==> src/rtl/sensRegI2cPkg.sv <==
package sensRegI2cPkg;

  typedef enum logic [2:0] {
    ST_IDLE,
    ST_ADDR,
    ST_PTR,
    ST_WDATA,
    ST_ACK,
    ST_READ,
    ST_MACK,
    ST_RDNEXT
  } busState_e;

  // strobes from the control FSM to the datapath
  typedef struct packed {
    logic shiftIn;   // capture one received bit
    logic loadPtr;   // received byte becomes the pointer
    logic writeReg;  // received byte goes to the register bank
    logic loadTx;    // fetch a byte to send and step the pointer down
    logic shiftTx;   // present the next transmit bit
  } dpStrobe_t;

  function automatic logic [7:0] stepDown(input logic [7:0] cur,
                                          input logic [7:0] gapHigh,
                                          input logic [7:0] gapLow);
    if (cur == gapHigh) return gapLow;
    return cur - 8'd1;
  endfunction

endpackage

==> src/rtl/sensRegI2cSync.sv <==
module sensRegI2cSync #(
  parameter int STAGES = 2
) (
  input  logic clk,
  input  logic rstN,
  input  logic scl,
  input  logic sdaIn,
  output logic sclS,
  output logic sdaS,
  output logic sclRise,
  output logic sclFall,
  output logic startCond,
  output logic stopCond
);
  logic [STAGES-1:0] sclPipe;
  logic [STAGES-1:0] sdaPipe;
  logic sclPrev;
  logic sdaPrev;

  generate
    if (STAGES == 1) begin : g_one
      always_ff @(posedge clk) begin
        if (!rstN) begin
          sclPipe <= '1;
          sdaPipe <= '1;
        end else begin
          sclPipe <= scl;
          sdaPipe <= sdaIn;
        end
      end
    end else begin : g_many
      always_ff @(posedge clk) begin
        if (!rstN) begin
          sclPipe <= '1;
          sdaPipe <= '1;
        end else begin
          sclPipe <= {sclPipe[STAGES-2:0], scl};
          sdaPipe <= {sdaPipe[STAGES-2:0], sdaIn};
        end
      end
    end
  endgenerate

  always_ff @(posedge clk) begin
    if (!rstN) begin
      sclPrev <= 1'b1;
      sdaPrev <= 1'b1;
    end else begin
      sclPrev <= sclPipe[STAGES-1];
      sdaPrev <= sdaPipe[STAGES-1];
    end
  end

  assign sclS      = sclPipe[STAGES-1];
  assign sdaS      = sdaPipe[STAGES-1];
  assign sclRise   = sclS & ~sclPrev;
  assign sclFall   = ~sclS & sclPrev;
  assign startCond = sclS & sclPrev & sdaPrev & ~sdaS;
  assign stopCond  = sclS & sclPrev & ~sdaPrev & sdaS;
endmodule

==> src/rtl/sensRegI2cCtrl.sv <==
module sensRegI2cCtrl
  import sensRegI2cPkg::*;
#(
  parameter logic [5:0] DEV_ADDR_HI = 6'b001111
) (
  input  logic      clk,
  input  logic      rstN,
  input  logic      sclS,
  input  logic      sdaS,
  input  logic      sclRise,
  input  logic      sclFall,
  input  logic      startCond,
  input  logic      stopCond,
  input  logic      i2cDisable,
  input  logic      addrStrap,
  input  logic [7:0] rxByte,
  input  logic      txMsb,
  input  logic      ptrValid,
  output dpStrobe_t strb,
  output logic      sdaOe
);
  localparam logic [3:0] BYTE_BITS = 4'd8;

  busState_e state;
  busState_e afterAck;
  logic [3:0] bitCnt;
  logic byteDone;
  logic addrHit;
  logic busLive;

  assign byteDone = sclFall && (bitCnt == BYTE_BITS);
  assign addrHit  = (rxByte[7:1] == {DEV_ADDR_HI, addrStrap});
  assign busLive  = !i2cDisable && !stopCond && !startCond;

  always_ff @(posedge clk) begin
    if (!rstN) begin
      state    <= ST_IDLE;
      afterAck <= ST_IDLE;
      bitCnt   <= '0;
    end else if (i2cDisable || stopCond) begin
      state  <= ST_IDLE;
      bitCnt <= '0;
    end else if (startCond) begin
      state  <= ST_ADDR;
      bitCnt <= '0;
    end else begin
      case (state)
        ST_ADDR, ST_PTR, ST_WDATA: begin
          if (sclRise && bitCnt != BYTE_BITS) begin
            bitCnt <= bitCnt + 4'd1;
          end else if (byteDone) begin
            bitCnt <= '0;
            if (state == ST_ADDR) begin
              if (addrHit && (!rxByte[0] || ptrValid)) begin
                state    <= ST_ACK;
                afterAck <= rxByte[0] ? ST_READ : ST_PTR;
              end else begin
                state <= ST_IDLE;
              end
            end else begin
              state    <= ST_ACK;
              afterAck <= ST_WDATA;
            end
          end
        end
        ST_ACK: begin
          if (sclFall) begin
            state  <= afterAck;
            bitCnt <= '0;
          end
        end
        ST_READ: begin
          if (sclRise && bitCnt != BYTE_BITS) begin
            bitCnt <= bitCnt + 4'd1;
          end else if (byteDone) begin
            bitCnt <= '0;
            state  <= ST_MACK;
          end
        end
        ST_MACK: begin
          if (sclRise) state <= sdaS ? ST_IDLE : ST_RDNEXT;
        end
        ST_RDNEXT: begin
          if (sclFall) state <= ST_READ;
        end
        default: state <= ST_IDLE;
      endcase
    end
  end

  always_comb begin
    strb          = '0;
    strb.shiftIn  = busLive && sclRise && (bitCnt != BYTE_BITS) &&
                    (state == ST_ADDR || state == ST_PTR || state == ST_WDATA);
    strb.loadPtr  = busLive && byteDone && (state == ST_PTR);
    strb.writeReg = busLive && byteDone && (state == ST_WDATA);
    strb.loadTx   = busLive && sclFall &&
                    ((state == ST_ACK && afterAck == ST_READ) || state == ST_RDNEXT);
    strb.shiftTx  = busLive && sclFall && (state == ST_READ) && (bitCnt != BYTE_BITS);
  end

  assign sdaOe = (state == ST_ACK) || (state == ST_READ && !txMsb);

  // the driven data line moves only while the clock line is low
  assert_sda_moves_low_R11: assert property (@(posedge clk) disable iff (!rstN)
    !$stable(sdaOe) |-> !$past(sclS));

  // a disabled slave lets go of the line
  assert_disable_quiet_R9: assert property (@(posedge clk) disable iff (!rstN)
    i2cDisable |=> !sdaOe);

  // a read acknowledge only exists once a pointer has been loaded
  assert_read_needs_ptr_R7: assert property (@(posedge clk) disable iff (!rstN)
    (state == ST_ACK && afterAck == ST_READ) |-> ptrValid);

  assert_bitcnt_range_R4: assert property (@(posedge clk) disable iff (!rstN)
    bitCnt <= BYTE_BITS);
endmodule

==> src/rtl/sensRegI2cData.sv <==
module sensRegI2cData
  import sensRegI2cPkg::*;
#(
  parameter logic [7:0] GAP_HIGH = 8'h0C,
  parameter logic [7:0] GAP_LOW  = 8'h11,
  parameter int         HOLD_W   = 16
) (
  input  logic              clk,
  input  logic              rstN,
  input  dpStrobe_t         strb,
  input  logic              sdaS,
  input  logic [7:0]        regRdData,
  input  logic              csN,
  input  logic [HOLD_W-1:0] liveData,
  output logic [7:0]        rxByte,
  output logic              txMsb,
  output logic              ptrValid,
  output logic [7:0]        regAddr,
  output logic              regWrEn,
  output logic [7:0]        regWrData,
  output logic [HOLD_W-1:0] heldData
);
  logic [7:0] rxSh;
  logic [7:0] txSh;
  logic [7:0] ptr;

  always_ff @(posedge clk) begin
    if (!rstN) begin
      rxSh      <= '0;
      txSh      <= '1;
      ptr       <= '0;
      ptrValid  <= 1'b0;
      regWrEn   <= 1'b0;
      regWrData <= '0;
    end else begin
      regWrEn <= strb.writeReg;
      if (strb.shiftIn) rxSh <= {rxSh[6:0], sdaS};
      if (strb.writeReg) regWrData <= rxSh;
      if (strb.loadPtr) begin
        ptr      <= rxSh;
        ptrValid <= 1'b1;
      end else if (strb.loadTx) begin
        ptr <= stepDown(ptr, GAP_HIGH, GAP_LOW);
      end
      if (strb.loadTx) txSh <= regRdData;
      else if (strb.shiftTx) txSh <= {txSh[6:0], 1'b1};
    end
  end

  always_ff @(posedge clk) begin
    if (!rstN) heldData <= '0;
    else if (csN) heldData <= liveData;
  end

  assign rxByte  = rxSh;
  assign txMsb   = txSh[7];
  assign regAddr = ptr;

  // the descent jumps across the register gap
  assert_gap_jump_R5: assert property (@(posedge clk) disable iff (!rstN)
    (strb.loadTx && !strb.loadPtr && ptr == GAP_HIGH) |=> (ptr == GAP_LOW));

  // hold register frozen while chip-select is low
  assert_hold_frozen_R10: assert property (@(posedge clk) disable iff (!rstN)
    !csN |=> $stable(heldData));

  // no write strobe before a pointer exists
  assert_write_after_ptr_R3: assert property (@(posedge clk) disable iff (!rstN)
    regWrEn |-> ptrValid);

  // writes never move the pointer
  assert_write_keeps_ptr_R3: assert property (@(posedge clk) disable iff (!rstN)
    regWrEn |-> $stable(regAddr));
endmodule

==> src/rtl/sensRegI2c.sv <==
module sensRegI2c
  import sensRegI2cPkg::*;
#(
  parameter logic [5:0] DEV_ADDR_HI = 6'b001111,
  parameter logic [7:0] GAP_HIGH    = 8'h0C,
  parameter logic [7:0] GAP_LOW     = 8'h11,
  parameter int         SYNC_STAGES = 2,
  parameter int         HOLD_W      = 16
) (
  input  logic              clk,
  input  logic              rstN,
  input  logic              scl,
  input  logic              sdaIn,
  output logic              sdaOe,
  input  logic              addrStrap,
  input  logic              i2cDisable,
  output logic [7:0]        regAddr,
  output logic              regWrEn,
  output logic [7:0]        regWrData,
  input  logic [7:0]        regRdData,
  input  logic              csN,
  input  logic [HOLD_W-1:0] liveData,
  output logic [HOLD_W-1:0] heldData
);
  logic sclS, sdaS, sclRise, sclFall, startCond, stopCond;
  logic [7:0] rxByte;
  logic txMsb, ptrValid;
  dpStrobe_t strb;

  sensRegI2cSync #(.STAGES(SYNC_STAGES)) i_sync (
    .clk(clk), .rstN(rstN), .scl(scl), .sdaIn(sdaIn),
    .sclS(sclS), .sdaS(sdaS), .sclRise(sclRise), .sclFall(sclFall),
    .startCond(startCond), .stopCond(stopCond)
  );

  sensRegI2cCtrl #(.DEV_ADDR_HI(DEV_ADDR_HI)) i_ctrl (
    .clk(clk), .rstN(rstN), .sclS(sclS), .sdaS(sdaS),
    .sclRise(sclRise), .sclFall(sclFall),
    .startCond(startCond), .stopCond(stopCond),
    .i2cDisable(i2cDisable), .addrStrap(addrStrap),
    .rxByte(rxByte), .txMsb(txMsb), .ptrValid(ptrValid),
    .strb(strb), .sdaOe(sdaOe)
  );

  sensRegI2cData #(.GAP_HIGH(GAP_HIGH), .GAP_LOW(GAP_LOW), .HOLD_W(HOLD_W)) i_data (
    .clk(clk), .rstN(rstN), .strb(strb), .sdaS(sdaS),
    .regRdData(regRdData), .csN(csN), .liveData(liveData),
    .rxByte(rxByte), .txMsb(txMsb), .ptrValid(ptrValid),
    .regAddr(regAddr), .regWrEn(regWrEn), .regWrData(regWrData),
    .heldData(heldData)
  );
endmodule

==> config.mk <==
export PLATFORM = sky130hd
export DESIGN_NAME = sensRegI2c
export DESIGN_NICKNAME = d
export VERILOG_FILES = /design/src/rtl/sensRegI2cPkg.sv /design/src/rtl/sensRegI2cSync.sv /design/src/rtl/sensRegI2cCtrl.sv /design/src/rtl/sensRegI2cData.sv /design/src/rtl/sensRegI2c.sv
export SDC_FILE = /design/constraint.sdc
export NUM_CORES = 1
export LEC_CHECK = 0
export BUFFER_PORTS_ARGS = -buffer_cell sky130_fd_sc_hd__buf_2
export CORE_MARGIN = 3
export CORE_UTILIZATION = 35
export CTS_CLUSTER_SIZE = 28
export DETAILED_ROUTE_END_ITERATION = 10
export PLACE_DENSITY_LB_ADDON = 0.2
export SYNTH_ARGS = -nofsm -noshare
export SYNTH_HDL_FRONTEND = slang
export SYNTH_SLANG_ARGS = --single-unit
==> constraint.sdc <==
create_clock -name clk -period 2.8 [get_ports clk]
set_clock_uncertainty 0.05 [all_clocks]
set_input_delay 0.28 -clock clk [delete_from_list [all_inputs] [get_ports clk]]
set_output_delay 0.28 -clock clk [all_outputs]
set_load 0.01 [all_outputs]
# == Yosys cells after proc, flatten, opt, wreduce, memory -nomap -nowiden ==
# Index checks and enable logic that the tools add are counted.
# word_totals
in_bits,31
wordCells,128
output_inout_bits,34
ff_bits,66
# classes
reduce_logical,39
n_addsub,2
bitwise,15
n_eq_ne,28
mux,29
# ops
op,n
8-bit 2-to-1 mux,6
3-bit 2-to-1 mux,13
"3-bit by 1-bit != test with 1-bit output, second input constant",6
1-bit logical AND,17
"3-bit == test, second input constant",5
3-bit one-hot mux with 5 select lines,1
7-bit AND reduction,2
4-bit 2-to-1 mux,3
"2-bit by 1-bit != test with 1-bit output, second input constant",5
"8-bit by 4-bit == test with 1-bit output, second input constant",1
1-bit NOT,8
4-bit one-hot mux with 2 select lines,1
"8-bit by 1-bit subtractor with 8-bit output, second input constant",1
1-bit AND,7
7-bit by 5-bit == test with 1-bit output,1
"3-bit by 2-bit == test with 1-bit output, second input constant",2
1-bit logical OR,6
"2-bit != test, second input constant",3
"3-bit by 2-bit != test with 1-bit output, second input constant",2
6-bit AND reduction,1
2-bit nonzero test,3
3-bit OR reduction,2
1-bit logical NOT,5
1-bit 2-to-1 mux,5
other kinds (7),7

# == Longest topological paths before layout ==
# Gate-level depths: netlist (run 1).
# depth
depth_word,14
depth_mapped,9

# == By module ==
# Synthesis (run 1) repeated with hierarchy kept, for this count alone.
# unflattened
hier_cells,341
hier_area_um2,3017.9
# modules_own_cells
mod,seq_area_each_um2,n_inst,cells_each,area_each_um2
sensRegI2cData,1001.0,1,218,2053.2
sensRegI2cCtrl,200.2,1,107,774.5
sensRegI2cSync,120.1,1,16,190.2

# == Worst setup path after synthesis (run 1) ==
# Ideal clock, no wire load.
# synth_timing
path_type,flip-flop to flip-flop
from,reg i_ctrl.bitCnt[0]
to,reg i_data.txSh[2]
synth_period_minus_slack_ns,1.953
setup_time_ns,0.122
arrival_time_ns,1.781
path_stages_with_launch,10
setup_slack_ns,0.847
cell_sequence,dfxtp_1 inv_1 ha_1 and3b_1 buf_2 nor2_1 nand3_1 and2_1 buf_2 a221o_1
# synth_between
elab_chain_len,3
# synth_lines
element,line_no,rtl
"start, declared",sensRegI2cCtrl.sv:26,logic [3:0] bitCnt;
"start signal, assigned",sensRegI2cCtrl.sv:50,bitCnt <= bitCnt + 4'd1;
"start signal, assigned",sensRegI2cCtrl.sv:74,bitCnt <= bitCnt + 4'd1;
4-bit != test,sensRegI2cCtrl.sv:99,strb.shiftTx = busLive && sclFall && (state == ST_READ) && (bitCnt != BYTE_BITS);
1-bit logical AND,sensRegI2cCtrl.sv:99,
2-bit nonzero test (no line),n/a,
"end signal, assigned",sensRegI2cData.sv:45,if (strb.loadTx) txSh <= regRdData;
"end signal, assigned",sensRegI2cData.sv:46,"else if (strb.shiftTx) txSh <= {txSh[6:0], 1'b1};"
"end, declared",sensRegI2cData.sv:24,logic [7:0] txSh;
# No other way between the ends.
# A chain may end at the register's enable or synchronous reset.

# == Worst setup path in the final report (run 1) ==
# layout_timing
from,reg i_ctrl.bitCnt[0]
to,reg i_data.txSh[1]
# Same word-level chain as after synthesis.

==> reports/results.ini, run 1 <==
[power]
power.leakage_nw=1.63
cellPowerDensity_nw_per_um2=546
ir_worst_vdd_uv=272

[floorplan]
num_rows=32
io_pins=65
die_area_sq_um=9640
core-area_sq_um=7970
die_w_um=98.2
start_util_pct=37.3
die_y_um=98.2

[timing]
slew_violations=0
setup-tns-final_ps=0
max_freq_mhz=471
period_minus_slack_ps=2120
tightest_slew_ps=870
hold_violations=0
slew_headroom_pct=41.9
min_period_over_period_pct=75.8
setup_violations=0
rsz0062_at_grt=no

[worst_setup_path]
crit_arrival_ps=2300
cp_num_buf_inv=1
crit_fanout=9
crit_slowest_cell=dfxtp_1
slowest_delay_ps=360
crit_family=simple AND/OR/NAND/NOR gates
worstSetupPathType=reg2reg
reg2reg_setup_slack_ps=680
r2r_end=i_data.txSh[1]
worst_r2r_path_depth=7
r2r-start=i_ctrl.bitCnt[0]
crit_required_ps=2980
cp_cell_sequence=inv_1, ha_1, and3b_1, nor2_1, nand3_1, and2_1, a221o_1
end_kind=flip-flop
worstSetupPathDepth=7
cp-start-kind=flip-flop

[layout]
diodes=0
final_nets=418
area_growth_pct=19.9
drive_above_1_share_pct=23.1
multiInputGateArea_sq_um=1490
seqCellArea_sq_um=1320
final_cell_count_no_fill=491
fillCellCount=796

[global_route]
grt_pass1_wl_mm=11.4
grt_max_degree=28
grt.overflow.total=0
antenna_found_initial=0
grt_use_total_pct=14.5
grt_pass1_vias=2343

[yosys]
synth.avg_cell_area_sq_um=9.21
yosysWarnings=0
async_flop_share_pct=0
netlist.area_leader.share_pct=44.4
synthTopCellsByArea=dfxtp_1 (44%), mux2i_1 (11%), nor2_1 (5.3%)
synth-edff-count=0
syn_nets=357
yosys.cell_count.top_type=dfxtp_1
synth_top_cells_by_count=dfxtp_1 (66), nor2_1 (42), mux2i_1 (33)
ys_seq_area_share_pct=44.4
yosys_most_used_dff=dfxtp_1
syn_inst=323
ys_types=54
ys_ff_latch=66
synth_area_sq_um=2970
synth_top_cell_by_area=dfxtp_1

[worst_hold_path]
min_path_cells=2
hp-start=scl
hp-class=in2reg
whs_endpoint=i_sync.sclPipe[0]

[place]
hpwl_mm=4.86
place_inst=475
gp_congestion=0.868
numPortBuffers=64

[drt]
drt-vias-per-instance=5.21
wl_per_cell_um=14.4
drcViolationCount=0
num_vias=2556
wirelength_mm=7.08
final_antenna_net_count=0
drt_first_pass_iters=4
drt_iter0_markers=156

[clocking]
cts_root_buf=clkbuf_8
cts.sinks=66
cts_made_buffers=9
clk_pin_slew_ps=70
htree_levels=3
cts_tree=built
clk_path_buf_depth=2
ctsResizeCount=0
postCtsSetupBuffers=0
holdBufCountCts=0
insertion_delay_ps=340

[flow_run]
drv_cap=0

[run_status]
status=complete, no violations

sequential cells by signal, summed over array words and instances (netlist names):
register / flops
i_sync.sdaPipe: 2
i_sync.sdaPrev: 1
i_data.ptrValid: 1
i_ctrl.bitCnt: 4
i_data.txSh: 8
i_ctrl.afterAck: 3
i_data.regWrEn: 1
i_data.rxByte: 8
i_sync.sclPrev: 1
i_data.regAddr: 8
i_data.regWrData: 8
i_ctrl.state: 3
i_data.heldData: 16
i_sync.sclPipe: 2
routing by layer:
layer | part of all wire, % | vias to the layer above | GRT usage (%)
met1 | 46 | 1207 | 19.4
met5 | 0 | - | 0
met3 | 4.1 | 13 | 2.93
li1 | - | 1270 | -
met2 | 48 | 66 | 22.7
met4 | 2.1 | 0 | 6.62
kinds of logic (layout without fill, tap and decap cells):
logic type / count (synthesis) / after routing / share of synthesized area (%)
buf+inv: 36 / 102 / 5.38
xor+xnor: 5 / 5 / 1.47
mux: 34 / 34 / 11.5
compound gates: 64 / 64 / 15.0
fa+ha+maj: 3 / 3 / 1.26
flops: 66 / 66 / 44.4
simple gates: 115 / 115 / 21.0
worst max path at each step:
| stage | startpoint | endpoint | slack (ps) |
|---|---|---|---|
| floorplan | i_ctrl.bitCnt[0] | i_data.txSh[2] | 850 |
| global placement | i_ctrl.state[0] | i_data.txSh[7] | 780 |
| detailed placement | i_ctrl.state[1] | i_data.txSh[4] | 690 |
| CTS | i_ctrl.bitCnt[0] | i_data.txSh[1] | 690 |
| global route | i_ctrl.bitCnt[0] | i_data.txSh[4] | 550 |
| finish | i_ctrl.bitCnt[0] | i_data.txSh[1] | 680 |
power by group:
group          internal [mW]  total [mW]  leakage, nW  switching (mW)
sequential             0.956       0.967        0.536          0.0117
combinational         0.0493       0.107        0.994          0.0578
clock                  0.504       0.874        0.101           0.370
total                   1.51        1.95         1.63           0.439
area by class of cell:
class	count	share of cell area [%]
sequential	66	37.0
clock inverter	4	2.14
timing repair buffer	67	9.61
clock buffer	12	3.79
multi-input combinational	221	41.8
tap	102	3.58
inverter	19	2.00
placed cells by master (no fill, tap or decap), types with 3 or more instances in the layout:
cell type  synthesis  final
dfxtp_1           66     66
buf_2              5     64
nor2_1            42     42
mux2i_1           33     33
inv_1             19     19
nand2b_1          16     16
o21ai_0           16     16
a21oi_1           13     13
nand2_1           12     12
nor3_1             9      9
clkbuf_8           0      9
a221o_1            7      7
nand3_1            6      6
or3_1              5      5
a211oi_1           3      3
nor2b_1            3      3
xor2_1             3      3
and4b_1            3      3
o22ai_1            3      3
and3_1             3      3
o21a_1             3      3
nor4_1             3      3
ha_1               3      3
clkbuf_1           8      3
buf_4              1      3
through the flow:
stage	total power, mW	setup slack (ps)	util [%]	area (sq um)	hold WS [ps]
2_1_floorplan	1.05	847	-	2970	331
3_5_place_dp	1.10	687	42.1	3360	354
3_3_place_gp	1.10	777	42.1	3360	351
6_report	1.95	678	44.8	3570	67.1
5_1_grt	2.03	550	44.8	3570	60.5
4_1_cts	1.97	695	44.8	3570	59.6
(Power assumes the default switching activity.)
==> run 2: changes to the inputs <==
==> constraint.sdc (replaced) <==
create_clock -name clk -period 2.1 [get_ports clk]
set_clock_uncertainty 0.05 [all_clocks]
set_input_delay 0.21 -clock clk [delete_from_list [all_inputs] [get_ports clk]]
set_output_delay 0.21 -clock clk [all_outputs]
set_load 0.01 [all_outputs]
==> run 2 against run 1 <==
Net effect:
- maximum frequency is 9.5% higher
- sequential share of layout area down 0.92 points
- via count down 0.35%
- power grew 30%
- global-route usage increased by 0.94 points
- hold slack worse by 33 ps
- largest power group unchanged
- critical path depth is the same
- design area is 2.6% higher
- largest cell class unchanged
- critical path type unchanged
- count of clock-buffer cells in the layout is 2 lower
- critical endpoint is now i_data.txSh[7]
- register-to-register slack got worse by 520 ps
- non-clock buffer count grew 12
==> reports/results.ini, run 2 (synthesized netlist as in run 1, its figures left out) <==
[drt]
drt_iter0_markers=159
drt_first_pass_iters=4
drcViolationCount=0
wl_per_cell_um=14.1
wirelength_mm=7.08
final_antenna_net_count=0
drt-vias-per-instance=5.06
num_vias=2547

[timing]
hold_violations=0
min_period_over_period_pct=92.3
slew_violations=0
slew_headroom_pct=65.4
period_minus_slack_ps=1940
rsz0062_at_grt=no
max_freq_mhz=516
tightest_slew_ps=519
setup-tns-final_ps=0
setup_violations=0

[power]
ir_worst_vdd_uv=496
power.leakage_nw=1.69
cellPowerDensity_nw_per_um2=690
power_mw=2.53

[clocking]
clk_pin_slew_ps=70
cts_made_buffers=9
insertion_delay_ps=350
cts_root_buf=clkbuf_8
cts.sinks=66
htree_levels=3
cts_tree=built
clk_path_buf_depth=2

[global_route]
grt_use_total_pct=15.5
grt_pass1_vias=2498
grt_max_degree=26
antenna_found_initial=0
grt_pass1_wl_mm=12.2
grt.overflow.total=0

[floorplan]
core-area_sq_um=7970
die_area_sq_um=9640
io_pins=65
die_y_um=98.2
start_util_pct=37.3
die_w_um=98.2
num_rows=32

[place]
numPortBuffers=64
hpwl_mm=5.02
place_area_sq_um=3430
gp_congestion=0.852

[flow_run]
drv_cap=0

[worst_setup_path]
crit_fanout=7
r2r-start=i_ctrl.bitCnt[0]
crit_required_ps=2280
worst_r2r_path_depth=7
reg2reg_setup_slack_ps=160
end_kind=flip-flop
worstSetupPathType=reg2reg
cp-start-kind=flip-flop
r2r_end=i_data.txSh[7]
crit_arrival_ps=2120

[layout]
area_growth_pct=23.0
largest-register=i_data.heldData
layout_commonest_cell=dfxtp_1
final_util_pct=45.9
diodes=0
final_cell_mix=dfxtp_1 (66), buf_2 (64), nor2_1 (42)
final_nets=430
final_area_sq_um=3660
largest_reg_flops=16
drive_above_1_share_pct=25.9

[worst_hold_path]
hp-start=regRdData[5]
hp-class=in2reg
min_path_cells=2
whs_endpoint=i_data.txSh[5]

[run_status]
status=complete, no violations

run 2: changes by cell type in the layout (fill, tap and decap cells not counted):
cell | before | now
buf_4 | 3 | 13
clkbuf_1 | 3 | 0
clkinv_2 | 0 | 2
dlygate4sd3_1 | 0 | 2
bufinv_16 | 2 | 1
clkbuf_8 | 9 | 10
inv_6 | 0 | 1
nor3_1 | 9 | 8
nor3_2 | 0 | 1
run 2: cell type report:
class	instances	area, sq um
clock buffer	10	138
inverter	19	71.3
clock inverter	6	65.1
multi-input combinational	221	1500
sequential	66	1320
tap	102	128
fill	776	4310
timing repair buffer	79	438
run 2: layer usage:
metal	track usage [%]	vias up	share of wire, %
li1	-	1292	-
met1	20.3	1188	47
met2	24.9	59	47
met3	3.07	8	4.1
met4	6.41	0	1.7
met5	0	-	0
run 2: critical path, stage by stage (launching register included):
cell and delay, ps:
dfxtp_1 370, inv_1 80, ha_1 210, and3b_1 250
nor2_1 170, nand3_1 110, and2_1 260, a221o_1 320
run 2: power by group:
group / internal (mW) / leakage [nW] / switching [mW] / total [mW]
combinational: 0.0687 / 1.05 / 0.0780 / 0.147
clock: 0.582 / 0.103 / 0.509 / 1.09
sequential: 1.27 / 0.536 / 0.0136 / 1.29
run 2: how the worst max path moves through the flow:
stage,startpoint,endpoint,depth (start not counted)
global placement,i_ctrl.bitCnt[0],i_data.regAddr[6],7
finish,i_ctrl.bitCnt[0],i_data.txSh[7],7
floorplan,i_ctrl.bitCnt[0],i_data.txSh[2],9
global route,i_ctrl.bitCnt[0],i_ctrl.bitCnt[3],7
detailed placement,i_ctrl.bitCnt[0],i_data.txSh[6],7
CTS,i_ctrl.bitCnt[0],i_data.txSh[6],7
run 2: through the flow:
| stage | std cells | setup slack, ps | hold WS (ps) |
|---|---|---|---|
| global route | 503 | 12.9 | 26.4 |
| finish | 503 | 162 | 34.4 |
| global placement | 485 | 210 | 338 |
| floorplan | 323 | 147 | 261 |
| CTS | 503 | 168 | 25.5 |
| detailed placement | 485 | 178 | 345 |
run 2: timing repair:
action | 4_1_cts | 5_1_grt
hold endpoints to repair | 2 | 0
hold buffers | 2 | 0
gates resized for setup | 0 | 1
buffers inserted | 0 | 0
setup endpoints to repair | 0 | 3
==> run 3: changes to the inputs <==
--- a/config.mk
+++ b/config.mk
@@ -11,6 +11,8 @@
 export CTS_CLUSTER_SIZE = 28
 export DETAILED_ROUTE_END_ITERATION = 10
 export PLACE_DENSITY_LB_ADDON = 0.2
+export RECOVER_POWER = 100
 export SYNTH_ARGS = -nofsm -noshare
 export SYNTH_HDL_FRONTEND = slang
+export SYNTH_HIERARCHICAL = 1
 export SYNTH_SLANG_ARGS = --single-unit
==> run 3 against run 2 <==
Net effect:
- sequential power about the same
- first-iteration DRC count down 40%
- non-clock buffer count up 8
- wire length down 3.5%
- combinational power about the same
- highest routed layer unchanged
==> reports/results.ini, run 3 <==
[yosys]
ys_ff_latch=66
ys_types=52
synthTopCellsByArea=dfxtp_1 (44%), mux2i_1 (14%), nor2_1 (6.3%)
async_flop_share_pct=0
synth_top_cells_by_count=dfxtp_1 (66), nor2_1 (51), mux2i_1 (41)
yosys.cell_count.top_type=dfxtp_1
synth_top_cell_by_area=dfxtp_1
syn_inst=341
syn_nets=375
synth_area_sq_um=3020
yosys_most_used_dff=dfxtp_1
synth.avg_cell_area_sq_um=8.85
synth-edff-count=0
netlist.area_leader.share_pct=43.8
yosysWarnings=6
ys_seq_area_share_pct=43.8

[timing]
tightest_slew_ps=446
hold_violations=0
timing.hold.ws_ps=14.0
period_minus_slack_ps=2000
fin_ws_ps=103
min_period_over_period_pct=95.1
setup_violations=0
slew_headroom_pct=70.3
max_freq_mhz=501
slew_violations=0
setup-tns-final_ps=0

[worst_setup_path]
crit_fanout=8
cp_cell_sequence=and4b_1, buf_4, or4_4, nor3_2, buf_4, mux2i_1, nor2_1
worstSetupPathType=reg2reg
reg2reg_setup_slack_ps=100
crit_required_ps=2260
cp_num_buf_inv=2
crit_family=simple AND/OR/NAND/NOR gates
crit_arrival_ps=2160
slowest_delay_ps=430
cp-start-kind=flip-flop
crit_slowest_cell=or4_4
path_common_cell=buf_4
end_kind=flip-flop

[layout]
drive_above_1_share_pct=17.9
largest-register=i_data/heldData
final_nets=454
largest_reg_flops=16
area_growth_pct=24.0
final_util_pct=45.1
fillCellCount=864
layout_commonest_cell=dfxtp_1
final_cell_count_no_fill=530
final_area_sq_um=3740
seqCellArea_sq_um=1320
multiInputGateArea_sq_um=1600
final_cell_mix=dfxtp_1 (65), nor2_1 (52), mux2i_1 (41)
diodes=0

[drt]
drt_first_pass_iters=4
num_vias=2608
final_antenna_net_count=0
drcViolationCount=0
wl_per_cell_um=12.9
wirelength_mm=6.84
drt_iter0_markers=95
drt-vias-per-instance=4.92

[global_route]
antenna_found_initial=0
grt_max_degree=35
busiest_layer=met2
grt_use_met1_pct=18.8
grt.overflow.total=0
grt_util_met2_pct=22.9
grt_use_met3_pct=5.24
grt_use_total_pct=14.5
grt_pass1_vias=2456
grt_pass1_wl_mm=11.7

[clocking]
clk_pin_slew_ps=70
cts_made_buffers=9
clk_path_buf_depth=2
insertion_delay_ps=330
cts.sinks=66
htree_levels=3
cts_tree=built
cts_root_buf=clkbuf_8

[floorplan]
io_pins=65
die_y_um=98.9
core-area_sq_um=8300
die_area_sq_um=9770
num_rows=33
die_w_um=98.9
start_util_pct=36.4

[run_status]
status=complete, no violations

[place]
gp_congestion=0.855
place_inst=511
hpwl_mm=4.93
post-place-ws_ps=-21.6
numPortBuffers=64
place_area_sq_um=3540

[power]
swShare_pct=22.4
power_frac_seq_pct=51.9
power.leakage_nw=1.43
p_clk_share_pct=42.3
pwr-share-comb_pct=5.9
p_sw_uw=557
power_mw=2.48
ir_worst_vdd_uv=353
cellPowerDensity_nw_per_um2=663
intPower_mw=1.92

[flow_run]
drv_cap=0

[worst_hold_path]
hp-class=in2reg

run 3: power groups by stage:
| stage | clock, mW | combinational (mW) | sequential, mW |
|---|---|---|---|
| 5_1_grt | 1.15 | 0.161 | 1.29 |
| 4_1_cts | 1.09 | 0.148 | 1.28 |
| 2_1_floorplan | 0 | 0.0690 | 1.32 |
| 3_5_place_dp | 0 | 0.148 | 1.31 |
| 3_3_place_gp | 0 | 0.147 | 1.31 |
| 6_report | 1.05 | 0.145 | 1.29 |
run 3: cell type report:
class,instances,area share [%]
clock buffer,12,3.88
clock inverter,4,1.37
inverter,11,1.10
multi-input combinational,245,42.7
sequential,66,35.3
tap,105,3.51
timing repair buffer,87,12.1
run 3: timing repair:
action                                 CTS  global route
hold buffers                             0             1
endpoints found under the hold margin    0             1
pin swaps                                0             2
cloned                                   0             0
gates resized for setup                  1             9
buffers inserted                         0             2
setup endpoints to repair                2            24
run 3: cell families after synthesis:
| group | after synthesis | share of synthesized area [%] |
|---|---|---|
| AO/OA/AOI/OAI | 52 | 11.1 |
| adder cells (fa/ha/maj) | 3 | 1.24 |
| AND/OR/NAND/NOR | 143 | 24.1 |
| XOR/XNOR | 6 | 1.74 |
| buffers and inverters | 30 | 4.39 |
| multiplexers | 41 | 13.6 |
| flip-flops | 66 | 43.8 |
run 3: worst register-to-register path: stages (launching register included):
cell and delay, ps:
dfxtp_2 340, and4b_1 210, buf_4 150, or4_4 430
nor3_2 210, buf_4 230, mux2i_1 200, nor2_1 50
run 3: path summary, 6_finish.rpt:
path,startpoint,endpoint,cells after the start
max reg2reg,i_sync/sdaPipe[1],i_data/rxByte[7],7
min,sdaIn,i_sync/sdaPipe[0],2
max,i_sync/sdaPipe[1],i_data/rxByte[7],7
min reg2reg,i_sync/sdaPipe[0],i_sync/sdaPipe[1],1
run 3: metal layers:
layer | wire length (um) | up-vias | share of wire, %
li1 | - | 1349 | -
met1 | 3160 | 1187 | 46
met2 | 3160 | 65 | 46
met3 | 452 | 7 | 6.6
met4 | 66 | 0 | 0.97
met5 | 0 | - | 0
